### src/rtl/wsm_pkg.sv
package wsm_pkg;
    localparam int WSM_A_W   = 18;
    localparam int WSM_B_W   = 42;
    localparam int WSM_SPLIT = 17;
    localparam int WSM_LAT   = 3;
endpackage

### src/rtl/wsm_split.sv
module wsm_split #(
    parameter int A_W   = 18,
    parameter int B_W   = 42,
    parameter int SPLIT = 17,
    localparam int HI_W = B_W - SPLIT
) (
    input  logic             clk,
    input  logic [A_W-1:0]   a_in,
    input  logic [B_W-1:0]   b_in,
    output logic [A_W-1:0]   a_q,
    output logic [SPLIT-1:0] lo_q,
    output logic [HI_W-1:0]  hi_q
);
    // operand capture; data registers carry no reset
    always_ff @(posedge clk) begin
        a_q  <= a_in;
        lo_q <= b_in[SPLIT-1:0];
        hi_q <= b_in[B_W-1:SPLIT];
    end
endmodule

### src/rtl/wsm_pmul.sv
module wsm_pmul #(
    parameter int XW = 18,
    parameter int YW = 17,
    parameter bit Y_UNSIGNED = 1'b1,
    localparam int PW = XW + YW + (Y_UNSIGNED ? 1 : 0)
) (
    input  logic          clk,
    input  logic [XW-1:0] x,
    input  logic [YW-1:0] y,
    output logic [PW-1:0] p_q
);
    logic signed [PW-1:0] xe;
    logic signed [PW-1:0] ye;
    logic signed [PW-1:0] prod;

    assign xe = PW'($signed(x));

    generate
        if (Y_UNSIGNED) begin : g_zext
            assign ye = PW'($signed({1'b0, y}));
        end else begin : g_sext
            assign ye = PW'($signed(y));
        end
    endgenerate

    assign prod = xe * ye;

    always_ff @(posedge clk) begin
        p_q <= prod;
    end
endmodule

### src/rtl/wsm_sum.sv
module wsm_sum #(
    parameter int P0_W  = 36,
    parameter int P1_W  = 43,
    parameter int SPLIT = 17,
    parameter int P_W   = 60
) (
    input  logic            clk,
    input  logic [P0_W-1:0] pp_lo,
    input  logic [P1_W-1:0] pp_hi,
    output logic [P_W-1:0]  sum_q
);
    logic signed [P_W-1:0] lo_ext;
    logic signed [P_W-1:0] hi_ext;
    logic signed [P_W-1:0] total;

    assign lo_ext = P_W'($signed(pp_lo));
    assign hi_ext = P_W'($signed(pp_hi));
    assign total  = lo_ext + (hi_ext <<< SPLIT);

    always_ff @(posedge clk) begin
        sum_q <= total;
    end
endmodule

### src/rtl/wsm_vpipe.sv
module wsm_vpipe #(
    parameter int DEPTH = 3
) (
    input  logic             clk,
    input  logic             rst,
    input  logic             v_in,
    output logic [DEPTH-1:0] v_q
);
    generate
        for (genvar i = 0; i < DEPTH; i++) begin : g_stage
            if (i == 0) begin : g_head
                always_ff @(posedge clk) begin
                    if (rst) v_q[i] <= 1'b0;
                    else     v_q[i] <= v_in;
                end
            end else begin : g_body
                always_ff @(posedge clk) begin
                    if (rst) v_q[i] <= 1'b0;
                    else     v_q[i] <= v_q[i-1];
                end
            end
        end
    endgenerate

    AST_RESET_CLEARS_PIPE: assert property (@(posedge clk) $past(rst) |-> (v_q == '0));
endmodule

### src/rtl/wide_split_mult.sv
module wide_split_mult #(
    parameter int A_W   = wsm_pkg::WSM_A_W,
    parameter int B_W   = wsm_pkg::WSM_B_W,
    parameter int SPLIT = wsm_pkg::WSM_SPLIT
) (
    input  logic                 clk,
    input  logic                 rst,
    input  logic                 in_valid,
    input  logic [A_W-1:0]       in_a,
    input  logic [B_W-1:0]       in_b,
    output logic                 out_valid,
    output logic [A_W+B_W-1:0]   out_p
);
    localparam int LAT  = wsm_pkg::WSM_LAT;
    localparam int HI_W = B_W - SPLIT;
    localparam int P_W  = A_W + B_W;
    localparam int P0_W = A_W + SPLIT + 1;
    localparam int P1_W = A_W + HI_W;

    logic [A_W-1:0]   a_q;
    logic [SPLIT-1:0] lo_q;
    logic [HI_W-1:0]  hi_q;
    logic [P0_W-1:0]  pp0_q;
    logic [P1_W-1:0]  pp1_q;
    logic [LAT-1:0]   vld;

    wsm_split #(.A_W(A_W), .B_W(B_W), .SPLIT(SPLIT)) u_split (
        .clk(clk), .a_in(in_a), .b_in(in_b),
        .a_q(a_q), .lo_q(lo_q), .hi_q(hi_q)
    );

    wsm_pmul #(.XW(A_W), .YW(SPLIT), .Y_UNSIGNED(1'b1)) u_mul_lo (
        .clk(clk), .x(a_q), .y(lo_q), .p_q(pp0_q)
    );

    wsm_pmul #(.XW(A_W), .YW(HI_W), .Y_UNSIGNED(1'b0)) u_mul_hi (
        .clk(clk), .x(a_q), .y(hi_q), .p_q(pp1_q)
    );

    wsm_sum #(.P0_W(P0_W), .P1_W(P1_W), .SPLIT(SPLIT), .P_W(P_W)) u_sum (
        .clk(clk), .pp_lo(pp0_q), .pp_hi(pp1_q), .sum_q(out_p)
    );

    wsm_vpipe #(.DEPTH(LAT)) u_vpipe (
        .clk(clk), .rst(rst), .v_in(in_valid), .v_q(vld)
    );

    assign out_valid = vld[LAT-1];

    // full-width reference product used only by the checks below
    logic signed [P_W-1:0] ref_full;
    assign ref_full = P_W'($signed(in_a)) * P_W'($signed(in_b));

    AST_EXACT_PRODUCT: assert property (@(posedge clk) disable iff (rst)
        out_valid |-> (out_p == $past(ref_full, 3)));
    AST_FIXED_LATENCY: assert property (@(posedge clk) disable iff (rst)
        in_valid |=> ##2 out_valid);
    AST_LOW_SLICE_SIGN: assert property (@(posedge clk) disable iff (rst)
        (vld[1] && pp0_q[P0_W-1]) |-> $past(a_q[A_W-1]));
    AST_NO_SPURIOUS: assert property (@(posedge clk) disable iff (rst)
        out_valid |-> $past(in_valid, 3));
endmodule

### config.mk
export PLATFORM = sky130hd
export DESIGN_NAME = wide_split_mult
export DESIGN_NICKNAME = d
export VERILOG_FILES = /design/src/rtl/wsm_pkg.sv /design/src/rtl/wsm_split.sv /design/src/rtl/wsm_pmul.sv /design/src/rtl/wsm_sum.sv /design/src/rtl/wsm_vpipe.sv /design/src/rtl/wide_split_mult.sv
export SDC_FILE = /design/constraint.sdc
export NUM_CORES = 2
export LEC_CHECK = 0
export BUFFER_PORTS_ARGS = -buffer_cell sky130_fd_sc_hd__buf_2
export CORE_UTILIZATION = 65
export CTS_CLUSTER_SIZE = 40
export DETAILED_ROUTE_END_ITERATION = 16
export PLACE_DENSITY_LB_ADDON = 0.12
export SYNTH_ARGS = -nofsm -noshare
export SYNTH_HDL_FRONTEND = slang
export SYNTH_SLANG_ARGS = --single-unit
### constraint.sdc
create_clock -name clk -period 17 [get_ports clk]
set_clock_uncertainty 0.2 [all_clocks]
set_input_delay 5.1 -clock clk [delete_from_list [all_inputs] [get_ports clk]]
set_output_delay 5.1 -clock clk [all_outputs]
set_load 0.02 [all_outputs]
Word-level counts from Yosys, hierarchy flattened
Cells that the tools add are included.
Cells by class
  add/subtract/negate cells: 1
  multipliers: 2
  divide/modulo/power cells: 0
  $lt $le $gt $ge: 0
  equal/unequal tests: 0
  shifts and indexed selects: 0
  multiplexer cells: 0
  bitwise logic cells: 0
  reduce and logical (&&, ||, !) cells: 0
Operators by type and width (number)
  36-bit by 60-bit adder with 60-bit output: 1
  18-bit by 25-bit multiplier with 43-bit output: 1
  18-bit by 18-bit multiplier with 36-bit output: 1
Word-level totals
  register bits: 202
  bits in latches: 0
  RAM bits: 0
  memory bits (read-only): 0
  bits of input ports: 63
  output and inout bits: 61
  logic and storage cells: 12
  memories: 0

Depth between registers and ports, before layout
  word-level depth: 1
  mapped depth: 24
  mapped depth without buffers: 22

Modules after synthesis
Synthesis repeated with hierarchy kept, for this count alone.
Unflattened totals
  cells, all modules: 3707
  area total of the unflattened synthesis: 34229.1 um2
By module, submodules not included
  wsm_pmul at u_mul_hi: times used 1, cells an instance 1837, area an instance 16721.0 um2, seq. area each 860.8 um2
  wsm_pmul at u_mul_lo: times used 1, cells an instance 1374, area an instance 12475.7 um2, seq. area each 720.7 um2
  wsm_sum: times used 1, cells an instance 430, area an instance 3752.3 um2, seq. area each 1201.2 um2
  wsm_split: times used 1, cells an instance 60, area an instance 1201.2 um2, seq. area each 1201.2 um2
  wsm_vpipe: times used 1, cells an instance 6, area an instance 78.8 um2, seq. area each 60.1 um2

Worst setup path after synthesis
Ideal clock, no wire load.
  path kind: register to register
  from: reg u_split.hi_q[19]
  to: reg u_mul_hi.p_q[40]
  library setup time: 0.123 ns
  data arrival time: 5.889 ns
  data required time: 16.677 ns
  setup slack: 10.787 ns
  stages on the path, launching flop included: 23
  path buffers: 3
  period minus slack after synthesis: 6.213 ns
  cell sequence: dfxtp_1 -> clkbuf_1 -> clkbuf_1 -> nand2_1 -> fa_1 -> fa_1 -> fa_1 -> inv_1 -> fa_1 -> fa_1 -> inv_1 -> fa_1 -> inv_1 -> ha_1 -> buf_6 -> o21a_1 -> o2111a_1 -> and3_1 -> a31oi_1 -> o21ai_0 -> a221oi_1 -> a21oi_1 -> xor2_1
On the way
  cells in the longest elaborated chain, start to end: 1
RTL lines
  from (decl): line wsm_split.sv:12  | output logic [HI_W-1:0] hi_q
  from (signal assigned): line wsm_split.sv:18  | hi_q <= b_in[B_W-1:SPLIT];
  18-bit by 25-bit multiplier with 43-bit output: line wsm_pmul.sv:26  | assign prod = xe * ye;
  net u_mul_hi.prod[40]: line wsm_pmul.sv:14  | logic signed [PW-1:0] prod;
  to (signal assigned): line wsm_pmul.sv:29  | p_q <= prod;
  to (decl): line wsm_pmul.sv:10  | output logic [PW-1:0] p_q
The timed path passes the listed nets, and every way through them passes these cells.
A chain may end at the register's enable or synchronous reset.

Worst setup path after layout
  from: reg u_split.a_q[17]
  to: reg u_mul_hi.p_q[41]
On the way
  cells in the longest elaborated chain, start to end: 1
RTL lines
  from (decl): line wsm_split.sv:10  | output logic [A_W-1:0] a_q,
  from (signal assigned): line wsm_split.sv:16  | a_q <= a_in;
  18-bit by 25-bit multiplier with 43-bit output: line wsm_pmul.sv:26
  net u_mul_hi.prod[41]: line wsm_pmul.sv:14
The timed path passes the listed nets, and every way through them passes these cells.

==> metrics.md <==
| Metric | Value |
|---|---|
| Hold path depth | 0 |
| CTS tree | done |
| Overall routed net length | roughly 84000 um |
| Critical Path Sink Type | flip-flop |
| Critical Path RT | 17.27 ns |
| 1st-iter DRT viols | 1481 |
| Clock buffer depth | 3 |
| Synth async-reset ratio | 0 |
| Crit-path slowest cell | dfxtp_1 |
| Post-synth top flop | dfxtp_1 |
| Clock Latency Late Sink | between 0.5 and 0.6 ns |
| Core area | just over 50000 um2 |
| Cells after Synth | approximately 3700 |
| Setup total negative slack | 0 ns |
| Top cells by area, synth | fa_1, dfxtp_1, inv_1 |
| Largest net degree at the start of global routing | 43 |
| CP max FO | 23 |
| Row cnt | 83 |
| Clk sinks | 202 |
| Max cap viols | 0 |
| Synthesized flop and latch total | between 200 and 250 |
| Overflow after GRT | 0 |
| DR WL/cell | 18.8 um |
| Worst R2R Path Depth | 19 |
| Most used cell, CP | fa_1 |
| GRT Util Overall | 0.334 |
| Ys Warns | 0 |
| I/O pins | 124 |
| Synth cell types | 74 |
| CP Cell Sequence | inv_1, nor2_1, fa_1, fa_1, fa_1, fa_1, fa_1, inv_1, fa_1, inv_1, ha_1, a21oi_1, o21ai_1, a221oi_1, o21ai_0, a221oi_2, a21oi_2, or4_1, o311ai_1 |
| IO buf count | 123 |
| R2R Path End | u_mul_hi.p_q[41] |
| Minimum clock period | 7.20 ns |
| Setup violators final | 0 |
| Drt first pass iters | 5 |
| TritonCTS Buffers | 25 |
| Vias per Instance | 5.61 |
| Synth area leader | fa_1 |
| Max-slew violation count | 0 |
| Root buf cell | clkbuf_16 |
| Worst Setup Path Type | flip-flop to flip-flop |
| Area Overhead vs Synth | 5.51% |
| Fmax | 139 MHz |
| Post-CTS Repair Setup Buffers | 0 |
| Clock-pin slew on the worst setup and hold paths | about 0.060 ns |
| Slew margin rel. | 0.304 |
| Min-Delay Path Class | flip-flop to flip-flop |
| R2R Path Start | u_split.a_q[17] |
| CP max stage delay | 0.81 ns |
| Most frequent cells in the layout | inv_1, fa_1, nand2_1 |
| RSZ-0062 raised after global routing | no |
| Cts hold-fix bufs | 0 |
| Final period util | 0.424 |
| Worst Hold End | u_sum.sum_q[13] |
| Die H | around 230 um |
| Least-Margin Pin Slew | approximately 1.0 ns |
| Register area share after synthesis | 0.118 |
| Area fraction of the dominant cell type after synthesis | 0.440 |
| Routed Antenna Nets | 0 |
| Via count | 25000 |
| Post-CTS sizing | 0 |
| CP bufs+invs | 3 |
| Mean post-synth cell area | 9.17 um2 |
| CP top delay family | adder cells |
| Count of final hold-check violations | 0 |
| Commonest non-fill, non-tap cell in the layout | inv_1 |
| CTS H-tree depth | 1 |
| DRC errors left | 0 |
| GP Congestion | 0.941 |
| Number of flops mapped to enable cells by yosys | 0 |
| Die span in x | 232 um |
| Vias in the first global route | 27800 |
| Share of cells above drive strength 1 | 0.0563 |
| Antenna violations before repair | 3 |
| Crit path DAT | ~7.5 ns |
| Crit path launch type | flip-flop |
| Syn_nets | approximately 4800 |
| Starting density of the core | 0.663 |
| Status | completed |
| Post-DP HPWL | 65900 um |
| Post-synthesis cell area | 34300 um2 |
| Internal reg-to-reg setup slack | 9.80 ns |
| Die area | around 54000 um2 |
| Hold Path Origin | u_mul_lo.p_q[13] |
| Final Net Count | 4816 |
| Global-route wire length before repair | 141000 um |
## flip-flops by register name (all words and copies together) (netlist names)
signal,flops
u_mul_hi.p_q,43
u_split.hi_q,25
u_mul_lo.p_q,36
u_sum.sum_q,60
u_split.a_q,18
u_vpipe.v_q,3
u_split.lo_q,17
## final cells by class
cell class              instances  area (um2)
diodes                          2        5.00
clock buffers                  28         647
clock inverters                18         176
fillers                      4075       15500
inverters                     913        3430
multi-input cells            2470       26200
flip-flops and latches        202        4040
well taps                     680         851
repair buffers                149         811
## Yosys cell counts (all sizes together), types with 27 or more instances
library cell	number
o21ai	61
nor2	87
nor3	27
dfxtp	202
fa	753
xnor2	79
nand2	513
a21o	46
clkbuf	151
and2	277
ha	239
inv	913
a21oi	106
## kinds of logic (layout without fill, tap and decap cells)
family / after synthesis / in the layout / synth area share
buf+inv: 1068 / 1108 / 0.117
xor+xnor: 102 / 102 / 0.0261
flops: 202 / 202 / 0.118
simple gates: 1028 / 1028 / 0.143
mux: 2 / 2 / 0.000584
fa+ha+maj: 992 / 992 / 0.527
other cells: 0 / 2 / 0
compound gates: 346 / 346 / 0.0678
## worst max path at each step
stage | start | to | depth (start not counted)
2_1_floorplan | u_split.hi_q[19] | u_mul_hi.p_q[40] | 22
3_3_place_gp | u_split.a_q[17] | u_mul_hi.p_q[41] | 19
3_5_place_dp | u_split.a_q[17] | u_mul_hi.p_q[41] | 19
4_1_cts | u_split.a_q[17] | u_mul_hi.p_q[39] | 19
5_1_grt | u_split.a_q[17] | u_mul_hi.p_q[39] | 19
6_report | u_split.a_q[17] | u_mul_hi.p_q[41] | 19
## per-stage QoR
step / util / setup WS [ns] / hold slack, ns / std cells / cell area, um2
6_report: 0.700 / 9.80 / 0.116 / 4462 / 36200
5_1_grt: 0.700 / 9.43 / 0.120 / 4462 / 36200
4_1_cts: 0.699 / 9.84 / 0.100 / 4460 / 36200
3_5_place_dp: 0.684 / 9.83 / 0.114 / 4414 / 35400
3_3_place_gp: 0.684 / 10.13 / 0.112 / 4414 / 35400
2_1_floorplan: - / 10.79 / 0.110 / 3740 / 34300
## routing by layer
metal | wire length, um | vias up | part of all wire | GRT usage
met5 | 13 | - | 0.00015 | 0
met4 | 3010 | 2 | 0.036 | 0.117
met3 | 6190 | 214 | 0.074 | 0.0503
met2 | 40600 | 944 | 0.48 | 0.566
met1 | 34200 | 12700 | 0.41 | 0.439
li1 | - | 11100 | - | -
Power is left out: the tool's default activity adds up to more than one toggle a clock period on the data nets, which glitch-free logic cannot reach.
